<file path="config.mk">
export PLATFORM = sky130hd
export DESIGN_NAME = store_order_buffer
export DESIGN_NICKNAME = d
export VERILOG_FILES = /design/src/rtl/sob_pkg.sv /design/src/rtl/sob_control.sv /design/src/rtl/sob_datapath.sv /design/src/rtl/store_order_buffer.sv
export SDC_FILE = /design/constraint.sdc
export NUM_CORES = 2
export LEC_CHECK = 0
export BUFFER_PORTS_ARGS = -buffer_cell sky130_fd_sc_hd__buf_2
export CELL_PAD_IN_SITES_DETAIL_PLACEMENT = 1
export CELL_PAD_IN_SITES_GLOBAL_PLACEMENT = 1
export CORE_MARGIN = 8
export CORE_UTILIZATION = 30
export DETAILED_ROUTE_END_ITERATION = 10
export MAX_ROUTING_LAYER = met4
export PLACE_DENSITY = 0.52
export SLEW_MARGIN = 15
export SYNTH_ARGS = -nofsm -noshare
export SYNTH_HDL_FRONTEND = slang
export SYNTH_SLANG_ARGS = --single-unit
</file>
<file path="constraint.sdc">
create_clock -name clk -period 7.25 [get_ports clk]
set_input_delay 0.725 -clock clk [delete_from_list [all_inputs] [get_ports clk]]
set_output_delay 0.725 -clock clk [all_outputs]
set_load 0.02 [all_outputs]
</file>
<file path="src/rtl/sob_pkg.sv">
package sob_pkg;

  typedef enum logic [2:0] {
    OP_STORE    = 3'd0,
    OP_LOAD     = 3'd1,
    OP_SFENCE   = 3'd2,
    OP_LFENCE   = 3'd3,
    OP_MFENCE   = 3'd4,
    OP_LOCK_OR  = 3'd5,
    OP_LOCK_ADD = 3'd6,
    OP_NOP      = 3'd7
  } sob_op_e;

  typedef struct packed {
    logic push;        // enqueue the request as a buffered store
    logic pop;         // commit the oldest entry this cycle
    logic memRead;     // load miss owns the port
    logic atomic;      // locked read-modify-write owns the port
    logic atomicAdd;   // 1: add, 0: OR
    logic rspCapture;  // register a response for next cycle
  } sob_strobe_t;

endpackage

</file>
<file path="src/rtl/sob_control.sv">
module sob_control
  import sob_pkg::*;
(
  input  logic        clk,
  input  logic        rstN,
  input  logic        reqValid,
  input  logic [2:0]  reqOp,
  input  logic        bufFull,
  input  logic        bufEmpty,
  input  logic        fwdHit,
  input  logic        memReady,
  output logic        reqReady,
  output sob_strobe_t strb
);

  sob_op_e opCode;
  logic    fenceHold;
  logic    accept;
  logic    isLock;

  assign opCode = sob_op_e'(reqOp);
  assign isLock = (opCode == OP_LOCK_OR) || (opCode == OP_LOCK_ADD);

  always_comb begin
    unique case (opCode)
      OP_STORE:    reqReady = !bufFull && !(fenceHold && !bufEmpty);
      OP_LOAD:     reqReady = fwdHit || memReady;
      OP_MFENCE:   reqReady = bufEmpty;
      OP_LOCK_OR,
      OP_LOCK_ADD: reqReady = bufEmpty && memReady;
      default:     reqReady = 1'b1;
    endcase
  end

  assign accept = reqValid && reqReady;

  always_comb begin
    strb            = '0;
    strb.push       = accept && (opCode == OP_STORE);
    strb.memRead    = accept && (opCode == OP_LOAD) && !fwdHit;
    strb.atomic     = accept && isLock;
    strb.atomicAdd  = opCode == OP_LOCK_ADD;
    strb.rspCapture = accept && ((opCode == OP_LOAD) || isLock);
    strb.pop        = !bufEmpty && memReady && !strb.memRead && !strb.atomic;
  end

  always_ff @(posedge clk) begin
    if (!rstN) begin
      fenceHold <= 1'b0;
    end else if (accept && (opCode == OP_SFENCE) && !bufEmpty) begin
      fenceHold <= 1'b1;
    end else if (bufEmpty) begin
      fenceHold <= 1'b0;
    end
  end

  AST_LOAD_NOT_FENCED: assert property (@(posedge clk) disable iff (!rstN)
    (reqValid && opCode == OP_LOAD && memReady) |-> reqReady);

  AST_MFENCE_DRAINED: assert property (@(posedge clk) disable iff (!rstN)
    (accept && opCode == OP_MFENCE) |-> bufEmpty);

endmodule

</file>
<file path="src/rtl/sob_datapath.sv">
module sob_datapath
  import sob_pkg::*;
#(
  parameter int AW    = 16,
  parameter int DW    = 32,
  parameter int DEPTH = 8
) (
  input  logic          clk,
  input  logic          rstN,
  input  sob_strobe_t   strb,
  input  logic [AW-1:0] reqAddr,
  input  logic [DW-1:0] reqData,
  input  logic [DW-1:0] memRdata,
  output logic          bufFull,
  output logic          bufEmpty,
  output logic          fwdHit,
  output logic          memEn,
  output logic          memWe,
  output logic          memLock,
  output logic [AW-1:0] memAddr,
  output logic [DW-1:0] memWdata,
  output logic          rspValid,
  output logic [DW-1:0] rspData
);

  localparam int PW = $clog2(DEPTH);
  localparam int CW = $clog2(DEPTH + 1);

  logic [AW-1:0] addrMem [DEPTH];
  logic [DW-1:0] dataMem [DEPTH];
  logic [PW-1:0] headPtr, tailPtr;
  logic [CW-1:0] count;
  logic [DW-1:0] fwdData;
  logic [PW-1:0] scanIdx;

  assign bufFull  = count == CW'(DEPTH);
  assign bufEmpty = count == '0;

  // Youngest matching entry wins: scan from oldest to youngest, last hit kept.
  always_comb begin
    fwdHit  = 1'b0;
    fwdData = '0;
    scanIdx = '0;
    for (int i = 0; i < DEPTH; i++) begin
      scanIdx = headPtr + PW'(i);
      if ((CW'(i) < count) && (addrMem[scanIdx] == reqAddr)) begin
        fwdHit  = 1'b1;
        fwdData = dataMem[scanIdx];
      end
    end
  end

  always_ff @(posedge clk) begin
    if (strb.push) begin
      addrMem[tailPtr] <= reqAddr;
      dataMem[tailPtr] <= reqData;
    end
  end

  always_ff @(posedge clk) begin
    if (!rstN) begin
      headPtr <= '0;
      tailPtr <= '0;
      count   <= '0;
    end else begin
      if (strb.push) tailPtr <= tailPtr + 1'b1;
      if (strb.pop)  headPtr <= headPtr + 1'b1;
      count <= count + CW'(strb.push) - CW'(strb.pop);
    end
  end

  assign memEn   = strb.memRead || strb.atomic || strb.pop;
  assign memWe   = strb.atomic || strb.pop;
  assign memLock = strb.atomic;
  assign memAddr = (strb.memRead || strb.atomic) ? reqAddr : addrMem[headPtr];

  always_comb begin
    if (strb.atomic) begin
      memWdata = strb.atomicAdd ? (memRdata + reqData) : (memRdata | reqData);
    end else begin
      memWdata = dataMem[headPtr];
    end
  end

  always_ff @(posedge clk) begin
    if (!rstN) begin
      rspValid <= 1'b0;
      rspData  <= '0;
    end else begin
      rspValid <= strb.rspCapture;
      if (strb.rspCapture) rspData <= (fwdHit && !strb.atomic) ? fwdData : memRdata;
    end
  end

  AST_NO_OVERFLOW: assert property (@(posedge clk) disable iff (!rstN)
    count <= CW'(DEPTH));

  AST_NO_PUSH_FULL: assert property (@(posedge clk) disable iff (!rstN)
    strb.push |-> !bufFull);

  AST_LOCK_DRAINED: assert property (@(posedge clk) disable iff (!rstN)
    strb.atomic |-> bufEmpty);

  AST_ONE_PORT_USER: assert property (@(posedge clk) disable iff (!rstN)
    $onehot0({strb.memRead, strb.atomic, strb.pop}));

  AST_RSP_TIMING: assert property (@(posedge clk) disable iff (!rstN)
    strb.rspCapture |=> rspValid);

endmodule

</file>
<file path="src/rtl/store_order_buffer.sv">
module store_order_buffer
  import sob_pkg::*;
#(
  parameter int AW    = 16,
  parameter int DW    = 32,
  parameter int DEPTH = 8
) (
  input  logic          clk,
  input  logic          rstN,
  input  logic          reqValid,
  output logic          reqReady,
  input  logic [2:0]    reqOp,
  input  logic [AW-1:0] reqAddr,
  input  logic [DW-1:0] reqData,
  output logic          rspValid,
  output logic [DW-1:0] rspData,
  input  logic          memReady,
  output logic          memEn,
  output logic          memWe,
  output logic          memLock,
  output logic [AW-1:0] memAddr,
  output logic [DW-1:0] memWdata,
  input  logic [DW-1:0] memRdata
);

  sob_strobe_t strb;
  logic        bufFull, bufEmpty, fwdHit;

  sob_control u_ctrl (
    .clk      (clk),
    .rstN     (rstN),
    .reqValid (reqValid),
    .reqOp    (reqOp),
    .bufFull  (bufFull),
    .bufEmpty (bufEmpty),
    .fwdHit   (fwdHit),
    .memReady (memReady),
    .reqReady (reqReady),
    .strb     (strb)
  );

  sob_datapath #(.AW(AW), .DW(DW), .DEPTH(DEPTH)) u_dp (
    .clk      (clk),
    .rstN     (rstN),
    .strb     (strb),
    .reqAddr  (reqAddr),
    .reqData  (reqData),
    .memRdata (memRdata),
    .bufFull  (bufFull),
    .bufEmpty (bufEmpty),
    .fwdHit   (fwdHit),
    .memEn    (memEn),
    .memWe    (memWe),
    .memLock  (memLock),
    .memAddr  (memAddr),
    .memWdata (memWdata),
    .rspValid (rspValid),
    .rspData  (rspData)
  );

endmodule

</file>
**Word-level counts from Yosys, hierarchy flattened**

Memories as Yosys holds them, arrays and structs flattened. A register that Yosys moved wholly into a read port is not among the register bits.
Cells that the tools add are included.

- Add/subtract/negate cells: 11
- Order comparisons: 8
- Equal/unequal tests: 14
- Mux-type cells: 29
- Bitwise gates (word level): 1
- Reductions and logical operators: 39

Operators with widths:

| cell | count |
|---|---|
| 2-to-1 mux 32 bit | 11 |
| == test 16 bit | 8 |
| adder 32 bit | 1 |
| OR 32 bit | 1 |
| logical AND 1 bit | 23 |
| < comparator 3 x 4 -> 1 bit (first input constant) | 4 |
| 2-to-1 mux 16 bit | 1 |
| adder 3 bit (second input constant) | 4 |
| 2-to-1 mux 1 bit | 12 |
| 2-to-1 mux 3 bit | 4 |
| == test 3 bit (second input constant) | 3 |
| < comparator 1 x 4 -> 1 bit (first input constant) | 2 |
| < comparator 2 x 4 -> 1 bit (first input constant) | 2 |
| adder 3 x 1 -> 3 bit (second input constant) | 2 |
| adder 3 x 2 -> 3 bit (second input constant) | 2 |
| logical NOT 1 bit | 6 |
| logical OR 1 bit | 6 |
| adder 4 x 1 -> 4 bit | 1 |
| == test 4 bit (second input constant) | 1 |
| logical NOT 4 bit | 1 |
| one-hot mux 1 bit (4 select lines) | 1 |
| subtractor 4 x 1 -> 4 bit | 1 |
| == test 3 x 1 -> 1 bit (second input constant) | 1 |
| == test 3 x 2 -> 1 bit (second input constant) | 1 |
| 3 further kinds | 3 |

- Register bits: 44
- Memory bits (writable): 384
- Input port bits: 87
- Output and inout port bits: 85
- Memories kept: 2

Memory list:

| memory | words | width | read ports | clocked after memory_dff | wr ports | line | text |
|---|---|---|---|---|---|---|---|
| u_dp.dataMem | 8 | 32 | 8 | 1 | 1 | sob_datapath.sv:30 | `logic [DW-1:0] dataMem [DEPTH];` |
| u_dp.addrMem | 8 | 16 | 8 | 1 | 1 | sob_datapath.sv:29 | `logic [AW-1:0] addrMem [DEPTH];` |

**Logic depth before layout (Yosys ltp)**

An unclocked memory read counts as a cell.

- Word-level depth: 21
- Depth in mapped cells: 28
- Depth with buffers taken out: 18

**Cells and area by module**

From an unflattened synthesis, not the netlist that was laid out.

- Cell total of the unflattened synthesis: 2996
- Area total of the unflattened synthesis: 35683.0 um^2

Modules (own cells, without submodules):

| module | times used | cells an instance | area an instance (um^2) | seq. area each (um^2) |
|---|---|---|---|---|
| sob_datapath | 1 | 2970 | 35500.3 | 12451.9 |
| sob_control | 1 | 26 | 182.7 | 20.0 |

**Least setup slack after synthesis**

OpenSTA, ideal clock, no wires.

- Path kind: register to register
- Start point: reg u_dp.count[3]
- End point: mem u_dp.addrMem[4][0] (enable)
- Data arrival time: 5388 ps
- Path slack: 1340 ps
- Cell stages (with the launch flop): 11
- Buffers on the path: 2
- Clock period less this slack: 5910 ps
- Cells stage by stage: dfxtp_1 > inv_1 > ha_1 > clkbuf_1 > nand2_1 > a221o_1 > nand3_1 > and3_1 > clkbuf_1 > nand2b_1 > nor3b_1

RTL lines:

| item | line | text |
|---|---|---|
| start: declaration | sob_datapath.sv:32 | `logic [CW-1:0] count;` |
| start signal: assignment | sob_datapath.sv:68 | `count <= count + CW'(strb.push) - CW'(strb.pop);` |
| end: declaration | sob_datapath.sv:29 |  |

**Worst setup path after layout**

- Start point: reg u_dp.headPtr[1]
- End point: out memAddr[12]

- Longest elaborated chain between the ends: 18
- Elaborated cells on any way between the ends: 38
- Those cells by class: add/sub (7); eq/ne (7); mux (9); reduce/logical (14); memory (1)

RTL lines:

| item | line | text |
|---|---|---|
| start: declaration | sob_datapath.sv:31 | `logic [PW-1:0] headPtr, tailPtr;` |
| start signal: assignment | sob_datapath.sv:67 | `if (strb.pop) headPtr <= headPtr + 1'b1;` |
| adder 3 x 1 -> 3 bit | sob_datapath.sv:45 | `scanIdx = headPtr + PW'(i);` |
| memory (8 x 16 bit) (*) | -- |  |
| == test 16 bit | sob_datapath.sv:46 | `if ((CW'(i) < count) && (addrMem[scanIdx] == reqAddr)) begin` |
| logical AND 1 bit | sob_datapath.sv:46 |  |
| 2-to-1 mux 1 bit (6 in a row) | sob_datapath.sv:46 |  |
| 2-to-1 mux 1 bit (*) | sob_datapath.sv:46 |  |
| logical OR 1 bit | sob_control.sv:27 | `OP_LOAD: reqReady = fwdHit \|\| memReady;` |
| one-hot mux 1 bit (4 select lines) | sob_control.sv:25 | `unique case (opCode)` |
| logical AND 1 bit | sob_control.sv:35 | `assign accept = reqValid && reqReady;` |
| logical AND 1 bit (2 in a row) | sob_control.sv:40 | `strb.memRead = accept && (opCode == OP_LOAD) && !fwdHit;` |
| logical OR 1 bit (*) | sob_datapath.sv:75 | `assign memAddr = (strb.memRead \|\| strb.atomic) ? reqAddr : addrMem[headPtr];` |
| 2-to-1 mux 16 bit (*) | sob_datapath.sv:75 |  |
| end: declaration | store_order_buffer.sv:21 | `output logic [AW-1:0] memAddr,` |

Every way passes the cells marked *; elsewhere a longest branch is shown, timed or not.

==> results.rst <==
.. list-table::
   :header-rows: 1

   * - Metric
     - Value
   * - Starting density of the core
     - between 30% and 40%
   * - Busiest grt layer
     - met2
   * - Die extent in y
     - approximately 360 microns
   * - Setup repair after global routing missed its margin
     - false
   * - Mapped Avg Cell Area
     - ~12 sq um
   * - Pin count of the biggest net entering global routing
     - between 100 and 150
   * - Register area share after synthesis
     - 34.9%
   * - Post-Syn Area
     - about 36,000 sq um
   * - Detailed router's first-iteration violation count
     - between 2,000 and 3,000
   * - Most common library cell in the layout ignoring fill and taps
     - sky130_fd_sc_hd__mux4_2
   * - Fraction of final layout cells sized beyond drive strength 1
     - about 28%
   * - Post-detailed-route via-to-cell ratio
     - between 6 and 7
   * - Number of antenna violations at the first check in global routing
     - 13
   * - Post CTS Setup Buffer Count
     - 0
   * - Leak Pwr
     - ~13 nW
   * - Startpoint of the worst register-to-register path
     - u_dp.headPtr[1]$_SDFFE_PN0P_
   * - Global-route wire length before repair
     - 216,000 microns
   * - Met1 Resource Use GR
     - 28.5%
   * - Area of the die
     - about 130,000 sq um
   * - IR drop worst, VDD
     - 0.259 mV
   * - Area Growth Syn to Fin
     - 12.1%
   * - M2 GR Usage
     - between 30% and 40%
   * - CP Class
     - flop to output pin
   * - Horiz. Die Dim
     - 361 microns
   * - Resize count post-CTS
     - 0
   * - Async S/R FF share, synth
     - 0%
   * - Core outline area
     - 118,000 sq um
   * - Clock Pin Slew Worst Setup and Hold Paths
     - roughly 60 ps
   * - Minimum clock period
     - 6860 ps
   * - Clock latency at the later pin of the worst-skew pair
     - 660 ps
   * - Data required time at the worst endpoint
     - between 6000 and 7000 ps
   * - Peak fanout along the critical path
     - 32
   * - H-tree depth
     - 2
   * - Endpoints failing setup
     - 0
   * - Tightest slew margin relative to the limit
     - 29.1%
   * - Critical Path Start
     - u_dp.headPtr[1]$_SDFFE_PN0P_
   * - Type of origin of the critical path
     - flop
   * - Detailed-route wire length per cell
     - 32.3 microns
   * - Number of flops mapped to enable cells by yosys
     - 384
   * - Number of library cell types mapped by synthesis
     - roughly 90
   * - Overflow left after global routing
     - 0
   * - DRC errors left
     - 0
   * - Post-synthesis register bit count
     - about 430
   * - Overall track demand over capacity in global routing
     - a little under a quarter
   * - CP Data Arrival Time
     - a little over 6000 ps
   * - Met3 layer usage reported by global route
     - under 10%
   * - Most frequent cells in the layout
     - sky130_fd_sc_hd__mux4_2 (448), sky130_fd_sc_hd__edfxtp_1 (384), sky130_fd_sc_hd__nand2_1 (331)
   * - Gp weighted congestion
     - ~0.96
   * - Net count of the mapped netlist
     - between 3,000 and 4,000
   * - Cells on worst reg2reg path
     - 14
   * - Final slew viol count
     - 0
   * - Layout Nets
     - ~3,200
   * - Worst Max-Slew Pin Slew
     - between 1000 and 1500 ps
   * - Pwr dens
     - approximately 310 nW/um^2
   * - Number of cell rows
     - 126
   * - Clock net sink count
     - about 430
   * - Total number of vias
     - 28,900
   * - Total power
     - about 13 mW
   * - Clock Tree Root
     - sky130_fd_sc_hd__clkbuf_16
   * - Quantity of hold-fixing buffers added after cts
     - 0
   * - CTS Buffer Depth
     - 3
   * - Total Neg Setup Slack
     - 0 ps
   * - Port bufs
     - 171
   * - Vias in the first global route
     - 29,300
   * - Element type at the critical path end
     - output pin
   * - Cells after synthesis
     - roughly 3,000
   * - Worst hold-check path type
     - input pin to flop
   * - Routed Antenna Nets
     - 0
   * - Outcome
     - completed
   * - Worst clock skew
     - between 30 and 40 ps
   * - Peak Freq
     - between 0.1 and 0.15 GHz
   * - Estimated wirelength of the detail-placed design
     - ~100,000 microns
   * - Startpoint of the most critical hold path
     - memRdata[25]
   * - Maxcap violations
     - 0
   * - Detailed-routing iteration count for the pre-antenna-repair pass
     - 5
   * - Utilization after layout
     - about a third
   * - Number of buffers created by CTS
     - 54
   * - TritonCTS clock tree
     - yes
   * - Number of primary I/O pins
     - between 150 and 200
   * - Most frequently used flop master after synthesis
     - sky130_fd_sc_hd__edfxtp_1
   * - Cell depth of the worst min-delay path
     - 2
   * - Portion of the clock cycle consumed by the worst path in the final layout
     - 94.6%
   * - Final hold violation count
     - 0
   * - Warnings from Yosys
     - 0
   * - Final WL
     - roughly 150,000 microns
==> cell usage after synthesis, types with 13 or more instances <==
master / number / area (sq um)
sky130_fd_sc_hd__a2111oi_0: 21 / 184
sky130_fd_sc_hd__a2111oi_1: 13 / 130
sky130_fd_sc_hd__a211oi_1: 30 / 225
sky130_fd_sc_hd__a21o_1: 22 / 165
sky130_fd_sc_hd__a21oi_1: 108 / 541
sky130_fd_sc_hd__a221o_1: 34 / 340
sky130_fd_sc_hd__a22oi_1: 22 / 165
sky130_fd_sc_hd__and2_1: 35 / 219
sky130_fd_sc_hd__and3_1: 29 / 181
sky130_fd_sc_hd__buf_1: 36 / 135
sky130_fd_sc_hd__buf_2: 67 / 335
sky130_fd_sc_hd__buf_6: 14 / 158
sky130_fd_sc_hd__clkbuf_1: 130 / 488
sky130_fd_sc_hd__dfxtp_1: 47 / 941
sky130_fd_sc_hd__edfxtp_1: 384 / 11500
sky130_fd_sc_hd__ha_1: 73 / 913
sky130_fd_sc_hd__inv_1: 87 / 327
sky130_fd_sc_hd__mux2_2: 27 / 304
sky130_fd_sc_hd__mux2i_1: 128 / 1280
sky130_fd_sc_hd__mux4_2: 448 / 10100
sky130_fd_sc_hd__nand2_1: 332 / 1250
sky130_fd_sc_hd__nand2b_1: 15 / 93.8
sky130_fd_sc_hd__nand3_1: 73 / 365
sky130_fd_sc_hd__nand4_1: 38 / 238
sky130_fd_sc_hd__nor2_1: 225 / 845
sky130_fd_sc_hd__nor3_1: 42 / 210
sky130_fd_sc_hd__o211ai_1: 30 / 225
sky130_fd_sc_hd__o21ai_0: 88 / 440
sky130_fd_sc_hd__o221ai_1: 34 / 298
sky130_fd_sc_hd__xnor2_1: 118 / 1030
sky130_fd_sc_hd__xor2_1: 52 / 455
==> path summary, 6_finish.rpt <==
path | endpoint | slack [ps]
setup / recovery | memAddr[12] | 390
hold / removal | u_dp.rspData[25]$_SDFFE_PN0P_ | 330
setup reg to reg | u_dp.rspData[13]$_SDFFE_PN0P_ | 1150
hold reg to reg | u_dp.rspData[11]$_SDFFE_PN0P_ | 480
==> stage by stage <==
stage | hold slack (ps) | std cells | worst slack, ps | instance area [sq um]
finish | 335 | 4628 | 394 | 40000
floorplan | 453 | 2990 | 1340 | 35700
global route | 321 | 4627 | 206 | 40000
detailed placement | 469 | 4518 | 1110 | 38100
CTS | 289 | 4617 | 396 | 40000
global placement | 455 | 4518 | 1020 | 38100
==> final cells by class <==
| type | count | area [sq um] |
|---|---|---|
| Sequential cell | 431 | 12500 |
| Tap cell | 1536 | 1920 |
| Clock buffer | 64 | 1460 |
| Timing Repair Buffer | 254 | 1490 |
| Inverter | 90 | 338 |
| Antenna cell | 11 | 27.5 |
| Fill cell | 12700 | 78100 |
| Multi-Input combinational cell | 2207 | 21800 |
| Clock inverter | 35 | 447 |
==> logic make-up after synthesis <==
logic type,Yosys count,share of synthesized area (%)
AOI/OAI and AO/OA,508,10.1
xor gates and xnor gates,170,4.17
adders and majority gates,75,2.67
buffers and inverters,352,4.42
DFF,431,34.9
muxes,603,32.7
and+or+nand+nor,851,10.9
==> metal layers <==
metal | wire length [microns] | part of all wire [%] | vias to the layer above
met5 | 0 | 0 | -
met1 | 60600 | 41 | 15400
met4 | 6820 | 4.6 | 0
li1 | - | - | 12000
met2 | 72600 | 49 | 1260
met3 | 9410 | 6.3 | 319
==> report_power, final <==
group	internal, mW	total [mW]	switching, mW
combinational	2.91	6.78	3.87
clock	1.79	2.94	1.16
sequential	2.74	2.85	0.105
total	7.45	12.6	5.13
==> critical path: stages (launching register included) <==
cell                        delay (ps)
sky130_fd_sc_hd__dfxtp_4           530
sky130_fd_sc_hd__inv_2              90
sky130_fd_sc_hd__ha_4              630
sky130_fd_sc_hd__buf_4             360
sky130_fd_sc_hd__mux4_2            350
sky130_fd_sc_hd__xnor2_1           270
sky130_fd_sc_hd__nand3_1           110
sky130_fd_sc_hd__o31a_1            270
sky130_fd_sc_hd__a2111oi_0         860
sky130_fd_sc_hd__and3_1            370
sky130_fd_sc_hd__nor2_2            120
sky130_fd_sc_hd__a41oi_2           260
sky130_fd_sc_hd__or2_2             600
sky130_fd_sc_hd__mux2_2            420
sky130_fd_sc_hd__buf_2             160
==> registers in the layout, indices dropped and copies added, names as in the netlist, named ones only <==
register and flops:
u_ctrl.fenceHold 1, u_dp.rspValid 1, u_dp.count 4, u_dp.addrMem 128, u_dp.tailPtr 3, u_dp.headPtr 3
u_dp.rspData 32, u_dp.dataMem 256
(Power assumes the default switching activity.)
